**src/rtl/gpio_pair_pkg.sv**
```systemverilog
// Shared types and constants for the dual parallel port.
// Assumes a 16-bit bus with 8-bit ports; the status bits sit above the port byte.
package gpio_pair_pkg;
    localparam int BUS_W  = 16;
    localparam int PORT_W = 8;
    localparam int ADDR_W = 3;
    localparam int EN_BIT   = PORT_W;     // enable bit position in a read or direction write
    localparam int FLAG_BIT = BUS_W - 1;  // flag bit position in a read

    typedef enum logic [1:0] {
        SEL_DIR  = 2'd0,
        SEL_DATA = 2'd1,
        SEL_SET  = 2'd2,
        SEL_CLR  = 2'd3
    } reg_sel_e;
endpackage

```
**src/rtl/gpio_sync.sv**
```systemverilog
// Multi-stage flop synchronizer for a vector of asynchronous inputs.
// Assumes each bit is independent (no bus coherency guaranteed across bits).
module gpio_sync #(
    parameter int W      = 8,
    parameter int STAGES = 2
) (
    input  logic         clk,
    input  logic         rst_n,
    input  logic [W-1:0] d,
    output logic [W-1:0] q
);
    logic [W-1:0] chain [STAGES];

    generate
        for (genvar s = 0; s < STAGES; s++) begin : g_stage
            // Shift one stage of the synchronizer chain.
            always_ff @(posedge clk) begin
                if (!rst_n) chain[s] <= '0;
                else if (s == 0) chain[s] <= d;
                else chain[s] <= chain[(s > 0) ? s - 1 : 0];
            end
        end
    endgenerate

    assign q = chain[STAGES-1];
endmodule

```
**src/rtl/gpio_bus_ack.sv**
```systemverilog
// Bus handshake: synchronizes the qualified strobe, issues one access pulse
// per strobe and drives the acknowledge until the strobe goes away.
// Assumes address, direction and write data are stable while the strobe is low.
module gpio_bus_ack #(
    parameter int SYNC_STAGES = 2
) (
    input  logic clk,
    input  logic rst_n,
    input  logic cs_n,
    input  logic ds_n,
    output logic commit,
    output logic dtack_n
);
    logic strobe_raw;
    logic strobe_s;
    logic ack_q;

    assign strobe_raw = ~cs_n & ~ds_n;

    gpio_sync #(.W(1), .STAGES(SYNC_STAGES)) u_strobe_sync (
        .clk(clk), .rst_n(rst_n), .d(strobe_raw), .q(strobe_s)
    );

    // Follow the synchronized strobe one cycle later to form the acknowledge.
    always_ff @(posedge clk) begin
        if (!rst_n) ack_q <= 1'b0;
        else        ack_q <= strobe_s;
    end

    assign commit  = strobe_s & ~ack_q;
    assign dtack_n = ~ack_q;
endmodule

```
**src/rtl/gpio_port_unit.sv**
```systemverilog
// One 8-bit port: direction, output register, set/clear aliases,
// synchronized pins, edge-detected event flag with enable, and read mux.
// Assumes commit is a one-cycle pulse and hit selects this port.
module gpio_port_unit
    import gpio_pair_pkg::*;
#(
    parameter int SYNC_STAGES = 2
) (
    input  logic              clk,
    input  logic              rst_n,
    input  logic              commit,
    input  logic              hit,
    input  logic              is_read,
    input  reg_sel_e          sel,
    input  logic [PORT_W-1:0] wr_byte,
    input  logic              wr_en_bit,
    input  logic [PORT_W-1:0] pin_in,
    input  logic              evt_in,
    output logic [PORT_W-1:0] pin_out,
    output logic [PORT_W-1:0] pin_oe,
    output logic [BUS_W-1:0]  rd_word,
    output logic              irq
);
    logic [PORT_W-1:0] dir_q, out_q, pin_s;
    logic              en_q, flag_q, evt_s, evt_prev, rise;
    logic              do_wr, do_clr;
    logic [PORT_W-1:0] low_byte;

    gpio_sync #(.W(PORT_W), .STAGES(SYNC_STAGES)) u_pin_sync (
        .clk(clk), .rst_n(rst_n), .d(pin_in), .q(pin_s)
    );
    gpio_sync #(.W(1), .STAGES(SYNC_STAGES)) u_evt_sync (
        .clk(clk), .rst_n(rst_n), .d(evt_in), .q(evt_s)
    );

    assign rise   = evt_s & ~evt_prev;
    assign do_wr  = commit & hit & ~is_read;
    assign do_clr = commit & hit & is_read & (sel == SEL_DATA);

    // Remember the previous synchronized event level for edge detection.
    always_ff @(posedge clk) begin
        if (!rst_n) evt_prev <= 1'b0;
        else        evt_prev <= evt_s;
    end

    // Apply register writes selected by the address.
    always_ff @(posedge clk) begin
        if (!rst_n) begin
            dir_q <= '0;
            out_q <= '0;
            en_q  <= 1'b0;
        end else if (do_wr) begin
            unique case (sel)
                SEL_DIR:  begin dir_q <= wr_byte; en_q <= wr_en_bit; end
                SEL_DATA: out_q <= wr_byte;
                SEL_SET:  out_q <= out_q | wr_byte;
                SEL_CLR:  out_q <= out_q & ~wr_byte;
            endcase
        end
    end

    // Latch event edges; a data read clears unless a new edge arrives.
    always_ff @(posedge clk) begin
        if (!rst_n) flag_q <= 1'b0;
        else        flag_q <= rise | (flag_q & ~do_clr);
    end

    // Select the low byte returned for the addressed register.
    always_comb begin
        unique case (sel)
            SEL_DIR:  low_byte = dir_q;
            SEL_DATA: low_byte = (out_q & dir_q) | (pin_s & ~dir_q);
            default:  low_byte = pin_s;
        endcase
    end

    // Assemble the full read word with status bits.
    always_comb begin
        rd_word                = '0;
        rd_word[PORT_W-1:0]    = low_byte;
        rd_word[EN_BIT]        = en_q;
        rd_word[FLAG_BIT]      = flag_q;
    end

    assign pin_out = out_q;
    assign pin_oe  = dir_q;
    assign irq     = flag_q & en_q;
endmodule

```
**src/rtl/gpio_pair_bus.sv**
```systemverilog
// Top of the dual parallel port: bus handshake, two port units and the
// held read-data register. Assumes a synchronous active-low reset.
module gpio_pair_bus
    import gpio_pair_pkg::*;
#(
    parameter int SYNC_STAGES = 2
) (
    input  logic              clk,
    input  logic              rst_n,
    input  logic              cs_n,
    input  logic              ds_n,
    input  logic              rw,
    input  logic [ADDR_W-1:0] addr,
    input  logic [BUS_W-1:0]  wdata,
    output logic [BUS_W-1:0]  rdata,
    output logic              dtack_n,
    input  logic [PORT_W-1:0] pa_in,
    output logic [PORT_W-1:0] pa_out,
    output logic [PORT_W-1:0] pa_oe,
    input  logic [PORT_W-1:0] pb_in,
    output logic [PORT_W-1:0] pb_out,
    output logic [PORT_W-1:0] pb_oe,
    input  logic              evt_a,
    input  logic              evt_b,
    output logic              irq_n
);
    localparam int NPORT = 2;

    logic              commit;
    reg_sel_e          sel;
    logic [BUS_W-1:0]  rd_word [NPORT];
    logic [NPORT-1:0]  irq_vec;
    logic [PORT_W-1:0] pin_in_v  [NPORT];
    logic [PORT_W-1:0] pin_out_v [NPORT];
    logic [PORT_W-1:0] pin_oe_v  [NPORT];
    logic [NPORT-1:0]  evt_v;
    logic              unused_hi;

    assign sel       = reg_sel_e'(addr[1:0]);
    assign pin_in_v[0] = pa_in;
    assign pin_in_v[1] = pb_in;
    assign evt_v     = {evt_b, evt_a};
    assign unused_hi = ^{wdata[BUS_W-1:EN_BIT+1]};

    gpio_bus_ack #(.SYNC_STAGES(SYNC_STAGES)) u_ack (
        .clk(clk), .rst_n(rst_n), .cs_n(cs_n), .ds_n(ds_n),
        .commit(commit), .dtack_n(dtack_n)
    );

    generate
        for (genvar p = 0; p < NPORT; p++) begin : g_port
            gpio_port_unit #(.SYNC_STAGES(SYNC_STAGES)) u_port (
                .clk(clk), .rst_n(rst_n), .commit(commit),
                .hit(addr[2] == p[0]), .is_read(rw), .sel(sel),
                .wr_byte(wdata[PORT_W-1:0]), .wr_en_bit(wdata[EN_BIT]),
                .pin_in(pin_in_v[p]), .evt_in(evt_v[p]),
                .pin_out(pin_out_v[p]), .pin_oe(pin_oe_v[p]),
                .rd_word(rd_word[p]), .irq(irq_vec[p])
            );
        end
    endgenerate

    // Capture the addressed read word at the access cycle and hold it.
    always_ff @(posedge clk) begin
        if (!rst_n)            rdata <= '0;
        else if (commit && rw) rdata <= addr[2] ? rd_word[1] : rd_word[0];
    end

    assign pa_out = pin_out_v[0];
    assign pa_oe  = pin_oe_v[0];
    assign pb_out = pin_out_v[1];
    assign pb_oe  = pin_oe_v[1];
    assign irq_n  = ~|irq_vec;
endmodule

```
**config.mk**
```make
export PLATFORM = sky130hd
export DESIGN_NAME = gpio_pair_bus
export DESIGN_NICKNAME = d
export VERILOG_FILES = /design/src/rtl/gpio_pair_pkg.sv /design/src/rtl/gpio_sync.sv /design/src/rtl/gpio_bus_ack.sv /design/src/rtl/gpio_port_unit.sv /design/src/rtl/gpio_pair_bus.sv
export SDC_FILE = /design/constraint.sdc
export NUM_CORES = 1
export LEC_CHECK = 0
export CORE_MARGIN = 2
export CORE_UTILIZATION = 45
export DETAILED_ROUTE_END_ITERATION = 7
export GPL_TIMING_DRIVEN = 0
export MAX_ROUTING_LAYER = met4
export PLACE_DENSITY = 0.79
export SETUP_SLACK_MARGIN = 0.15
export SLEW_MARGIN = 20
export SYNTH_ARGS = -nofsm -noshare
export SYNTH_HDL_FRONTEND = slang
export SYNTH_SLANG_ARGS = --single-unit
```
**constraint.sdc**
```tcl
create_clock -name clk -period 1.5 [get_ports clk]
set_input_delay 0.3 -clock clk [delete_from_list [all_inputs] [get_ports clk]]
set_output_delay 0.3 -clock clk [all_outputs]
set_load 0.01 [all_outputs]
```
Word level (Yosys, flattened, before mapping) --
Memories as Yosys holds them, arrays and structs flattened. Index checks and enable logic that the tools add are counted.
Storage, ports and cells: register bits 55, memory bits (writable) 38, input port bits 42, output and inout port bits 50, memories kept 5
Cells by class: equal/unequal tests 3, muxes and demuxes 17, bitwise gates (word level) 50, reductions and logical operators 9
Memories:
- g_port[0].u_port.u_pin_sync.chain | words 2, width 8, rd ports 2, clocked after Yosys merged registers in 0, wr ports 2, RTL line gpio_sync.sv:12 | logic [W-1:0] chain [STAGES];
- g_port[1].u_port.u_pin_sync.chain | words 2, width 8, rd ports 2, clocked after Yosys merged registers in 0, wr ports 2, RTL line gpio_sync.sv:12
- g_port[0].u_port.u_evt_sync.chain | words 2, width 1, rd ports 2, clocked after Yosys merged registers in 0, wr ports 2, RTL line gpio_sync.sv:12
- g_port[1].u_port.u_evt_sync.chain | words 2, width 1, rd ports 2, clocked after Yosys merged registers in 0, wr ports 2, RTL line gpio_sync.sv:12
- u_ack.u_strobe_sync.chain | words 2, width 1, rd ports 2, clocked after Yosys merged registers in 0, wr ports 2, RTL line gpio_sync.sv:12
Operators by type and width (count):
- $and A8 B8 Y8 | 6
- $pmux W8 S3 | 2
- $mux W8 | 4
- $or A8 B8 Y8 | 4
- $pmux W8 S2 | 2
- $not A8 Y8 | 3
- $and A1 B1 Y1 | 16
- $mux W16 | 1
- $or A1 B1 Y1 | 12
- $not A1 Y1 | 9
- $mux W1 | 8
- $reduce_and A2 Y1 | 4
- $eq A2 B2 Y1 const B | 2
- $reduce_bool A3 Y1 | 1
- $eq A2 B1 Y1 const B | 1
- $logic_not A2 Y1 | 1
- $reduce_or A2 Y1 | 1
- $logic_and A1 B1 Y1 | 1
- $logic_not A1 Y1 | 1

Longest topological paths before layout --
depth in word-level cells 8, depth in mapped cells 5

By module --
From an unflattened synthesis, not the netlist that was laid out.
Second synthesis, totals: cell total of the unflattened synthesis 410, area, all modules 3983.8 um2
Modules (own cells, without submodules):
- gpio_port_unit | instances 2, cells an instance 125, area each 1029.7 um2, sequential area each 380.4 um2
- gpio_sync (g_port[0].u_port.u_pin_sync ...) | instances 2, cells an instance 33, area each 446.7 um2, sequential area each 320.3 um2
- gpio_pair_bus | instances 1, cells an instance 77, area each 825.8 um2, sequential area each 320.3 um2
- gpio_sync (g_port[0].u_port.u_evt_sync ...) | instances 3, cells an instance 4, area each 52.6 um2, sequential area each 40.0 um2
- gpio_bus_ack | instances 1, cells an instance 5, area each 47.5 um2, sequential area each 20.0 um2

Worst setup path before layout --
OpenSTA, ideal clock, no wires.
path kind flip-flop to flip-flop, from register u_ack.ack_q, to register g_port[1].u_port.dir_q[1], library setup time 132 ps, arrival time 1285 ps, required time 1368 ps, setup slack 82 ps, stages on the path, launching flop included 6, path buffers 2, path through dfxtp_1 or3b_1 buf_6 buf_8 o31ai_1 a21oi_1
On the way: word-level cells in the longest chain between the ends 5
Ends and longest elaborated chain:
- start, declared | RTL line gpio_bus_ack.sv:16 | logic ack_q;
- start signal, assigned | RTL line gpio_bus_ack.sv:27 | else ack_q <= strobe_s;
- $not A1 Y1 | RTL line gpio_bus_ack.sv:30 | assign commit = strobe_s & ~ack_q;
- $and A1 B1 Y1 | RTL line gpio_bus_ack.sv:30
- $and A1 B1 Y1 (2 in a row) | RTL line gpio_port_unit.sv:37 | assign do_wr = commit & hit & ~is_read;
- $reduce_and A2 Y1 (no source line)
- end signal, assigned | RTL line gpio_port_unit.sv:54 | SEL_DIR: begin dir_q <= wr_byte; en_q <= wr_en_bit; end
- end, declared | RTL line gpio_port_unit.sv:24 | logic [PORT_W-1:0] dir_q, out_q, pin_s;
Every way passes these cells. A chain may end at the register's enable or synchronous reset.

Worst setup path in the final report --
from input addr[0], to register g_port[0].u_port.dir_q[7]
On the way: word-level cells in the longest chain between the ends 2
Ends and longest elaborated chain:
- start, declared | RTL line gpio_pair_bus.sv:13 | input logic [ADDR_W-1:0] addr,
- $logic_not A2 Y1 | RTL line gpio_port_unit.sv:53 | unique case (sel)
- $reduce_and A2 Y1 (no source line)
- end signal, assigned | RTL line gpio_port_unit.sv:54
- end, declared | RTL line gpio_port_unit.sv:24
Every way passes these cells.

==> results.md <==
Critical path:
- The buffering stage count on the worst path with inverters included is 3.
- The category of the worst setup path capture point is a flop.
- The largest single stage delay on the critical path is 0.30 ns.
- In this run the register-to-register setup slack is -0.01 ns.
- The capturing point of the worst reg2reg path is g_port[1].u_port.pin_oe[0].
- The slowest stage of the critical path belongs to the cell o31ai_4.
- Of all nets on the critical path, the largest fanout is 10.
- The arrival time reported for the critical path endpoint is 1.78 ns.
- The cell family contributing the most delay on the critical path is buffers and inverters.
- The cell repeated most along the worst path is buf_2.
- The critical path launch point type is an input port.
- The critical path in this run is classified as input port to flop.
- The critical path goes through clkdlybuf4s15_2, or2_0, buf_2, buf_2, o31ai_4, a21oi_2.
- The length in cells of the worst reg-to-reg path is 5.
- The data required time at the worst endpoint is 1.71 ns.
- In this run the critical register-to-register path is launched from u_ack.ack_q.

Yosys:
- The main flop type after synthesis is dfxtp_1.
- The fraction of registers with async set/reset is 0.
- The share of the yosys chip area belonging to registers is 0.458.
- During synthesis, Yosys emitted a total of 0 warnings.
- Counting flops with a built-in enable in the synthesized netlist gives 0.
- The netlist uses 37 different library cells.
- The synthesized design contains 87 register bits.
- Synthesis produced a netlist whose cell count is 399.
- Each instance of the synthesized netlist takes up on average 9.52 sq um.
- The mapped netlist covers 3800 sq um.

Power and ir drop:
- In this run the power density over the cells is 842 nW/um^2.
- For this design the static power due to leakage is 2.14 nW.
- The total chip power is 4.72 mW.
- The largest vdd supply drop is 745 uV.

Detailed routing:
- The number of DRC violations after detailed-routing iteration 0 is 473.
- After detailed routing, the number of vias per cell comes to 6.24.
- Dividing the detail-routed wire length by the instance count gives 21.5 um.
- For this run, design rule violations remaining after detail routing come to 0.
- The number of iterations in the first detailed-routing pass is 7.
- For this block, the routed nets add up to 13.3 mm of wire.
- The final route contains 3,854 vias.
- The number of nets still failing antenna checks after routing is 0.

Flow run:
- The tool flagged a number of max-cap violations equal to 0.

Placed design:
- The area after detailed placement is 4720 sq um.
- The count of buffers from port buffering is 77.
- The last weighted congestion value of the routability-driven placer is 0.918.
- The HPWL after detailed placement is 7.98 mm.
- Counting tap cells, the placed design contains a total of 586 instances.

STA:
- The final worst slack is -0.0709 ns.
- Setup repair after global routing could not meet its margin everywhere.
- Dividing the final minimum period by the clock period gives 1.05.
- The count of final max-slew check failures is 0.
- The setup clock skew after layout is 0.0157 ns.
- The maximum clock frequency is 637 MHz.
- The worst path in the final design needs a cycle of 1.57 ns, including I/O delays and setup.
- The count of final hold-check violations was 0.
- At the pin with the least slew margin, the transition time is 0.700 ns.
- Measured against its own limit, the worst slew margin works out to 0.533.
- The final setup violation count is 13.
- The final-layout setup total negative slack is -0.351 ns.

Floorplanning:
- The die is 95.9 um wide.
- The count of standard-cell rows is 33.
- The core outline area is 8220 sq um.
- The effective utilization at floorplan is 0.462.
- The floorplan step set the die height to 95.9 um.
- 92 I/O pins were placed.
- The die area is 9190 sq um.

Cells and area:
- The final non-filler cell total is 618.
- The repair_antennas step left the layout with diodes totalling 0.
- The number of fillers in the final layout is 575.
- The share of cells above drive strength 1 is 0.302.
- The area growth from synthesis to layout is 47.5%.
- The finished cells cover 5610 sq um.
- The net count of the finished layout is 551.

Clocking:
- The cell sitting at the root of the clock tree is a clkbuf_8.
- The insertion delay to the later sink of the worst-skew pair is 0.35 ns.
- Hold repair after CTS inserted 0 buffers.
- After clock tree synthesis, the clock-pin slew on the worst setup and hold paths is 0.09 ns.
- The H-tree depth is 3.
- The buffer levels on the longest clock path is 2.
- The number of buffers added by the clock tree synthesis step is 9.
- TritonCTS built the clock tree.
- The clock net in this run drives a total of 87 sinks.

Outcome:
- The flow ran to the end, but the final reports show violations.
- The checks that failed: negative setup slack.

Global routing:
- The first global-routing pass estimated 18.6 mm of wire.
- The number of antenna violations at the first check in global routing is 0.
- The number of global-route vias before repair is 3,525.
- Across every metal layer, demand over resource in global routing totals 0.275.
- The global-route congestion overflow total is 0.
- The pin count of the biggest net entering global routing is 16.

Hold path:
- Along the worst hold path, the cell count comes to 1.
- The class of the worst hold path is flop to flop.
- The endpoint of the worst hold-timing path is g_port[0].u_port.u_pin_sync.chain[1][1].
- The source of the worst hold timing path is g_port[0].u_port.u_pin_sync.chain[0][1].
[synthesized netlist by cell type, drive strengths merged (2+ instances only)]
cell type / number / area share
a31oi: 8 / 0.013
o31ai: 18 / 0.037
a31o: 8 / 0.018
a41oi: 16 / 0.037
nand2: 26 / 0.026
mux2i: 2 / 0.0053
a21oi: 20 / 0.026
o21bai: 8 / 0.016
nand4bb: 10 / 0.030
nand2b: 27 / 0.044
a211oi: 2 / 0.0040
nor2: 3 / 0.0036
buf: 23 / 0.039
or4bb: 6 / 0.018
o21a: 16 / 0.032
and2: 40 / 0.066
o41ai: 2 / 0.0046
o2111ai: 16 / 0.037
dfxtp: 87 / 0.46
clkbuf: 23 / 0.023
nand4: 19 / 0.031
o21ai: 8 / 0.011
inv: 2 / 0.0020
[what timing repair did]
item | 4_1_cts | 5_1_grt
gates resized for setup | 146 | 72
cloned | 2 | 1
endpoints found under the setup margin | 90 | 60
buffers inserted | 11 | 3
pin swaps | 28 | 12
[registers in the layout (all words and copies together), names as in the netlist]
signal and cells:
u_ack.ack_q 1, g_port.u_port.pin_out 16, g_port.u_port.u_evt_sync.chain 4, g_port.u_port.u_pin_sync.chain 32, g_port.u_port.pin_oe 16, g_port.u_port.en_q 2, rdata 10, g_port.u_port.flag_q 2
g_port.u_port.evt_prev 2, u_ack.u_strobe_sync.chain 2
[stage by stage]
stage               worst slack [ns]  utilization  hold slack, ns
finish                       -0.0709        0.682           0.437
global route                 -0.0429        0.682           0.447
CTS                           0.0239        0.647           0.436
detailed placement            -0.682        0.575           0.417
global placement              -0.630        0.575           0.413
floorplan                      0.148            -           0.371
[area by class of cell]
class	instances	area, sq um	share of cell area
clock buffer	9	124	0.0221
timing repair buffer	94	921	0.164
buffer	46	330	0.0589
sequential	87	1810	0.323
clock inverter	6	92.6	0.0165
tap	105	131	0.0234
inverter	3	16.3	0.00290
multi-input combinational	268	2180	0.388
[worst max path at each step]
stage	cells past startpoint	start	to	slack (ns)
floorplan	5	u_ack.ack_q	g_port[0].u_port.en_q	0.15
global placement	5	addr[2]	rdata[7]	-0.63
detailed placement	6	addr[1]	g_port[1].u_port.pin_oe[3]	-0.68
CTS	5	u_ack.ack_q	g_port[1].u_port.pin_oe[3]	0.02
global route	5	u_ack.ack_q	g_port[1].u_port.pin_oe[0]	-0.04
finish	6	addr[0]	g_port[0].u_port.pin_oe[7]	-0.07
[report_power, final]
group / internal [mW] / total, mW / switching, mW
Sequential: 2.35 / 2.37 / 0.0274
Clock: 0.941 / 1.80 / 0.861
Combinational: 0.230 / 0.545 / 0.316
Total: 3.52 / 4.72 / 1.20
[layout by cell type, fill, tap and decap left out, types with 6 or more instances in the layout]
master / n
a21oi_1: 14
a21oi_2: 6
a31o_2: 7
a31oi_1: 8
a41oi_1: 6
a41oi_2: 10
and2_1: 40
buf_2: 6
buf_4: 20
buf_6: 11
clkbuf_1: 12
clkbuf_8: 12
clkdlybuf4s50_1: 29
conb_1: 6
dfxtp_1: 56
dfxtp_2: 18
dfxtp_4: 13
dlygate4sd2_1: 42
nand2_1: 26
nand2b_1: 27
nand4_1: 19
nand4bb_1: 10
o2111ai_1: 16
o21a_1: 16
o21bai_1: 8
o31ai_4: 14
or4bb_1: 6
[cell families after synthesis]
logic type | Yosys count | share of synthesized area
muxes | 2 | 0.00527
AOI/OAI and AO/OA | 123 | 0.237
and+or+nand+nor | 137 | 0.233
other | 1 | 0.000987
DFF | 87 | 0.458
buffers and inverters | 49 | 0.0649
[per-layer routing]
metal / wire (um) / vias up / global-route usage
li1: - / 1689 / -
met1: 5030 / 1777 / 0.332
met2: 6180 / 300 / 0.441
met3: 1350 / 88 / 0.0556
met4: 735 / 0 / 0.131
met5: 0 / - / -
Power figures use the tool's default switching activity.
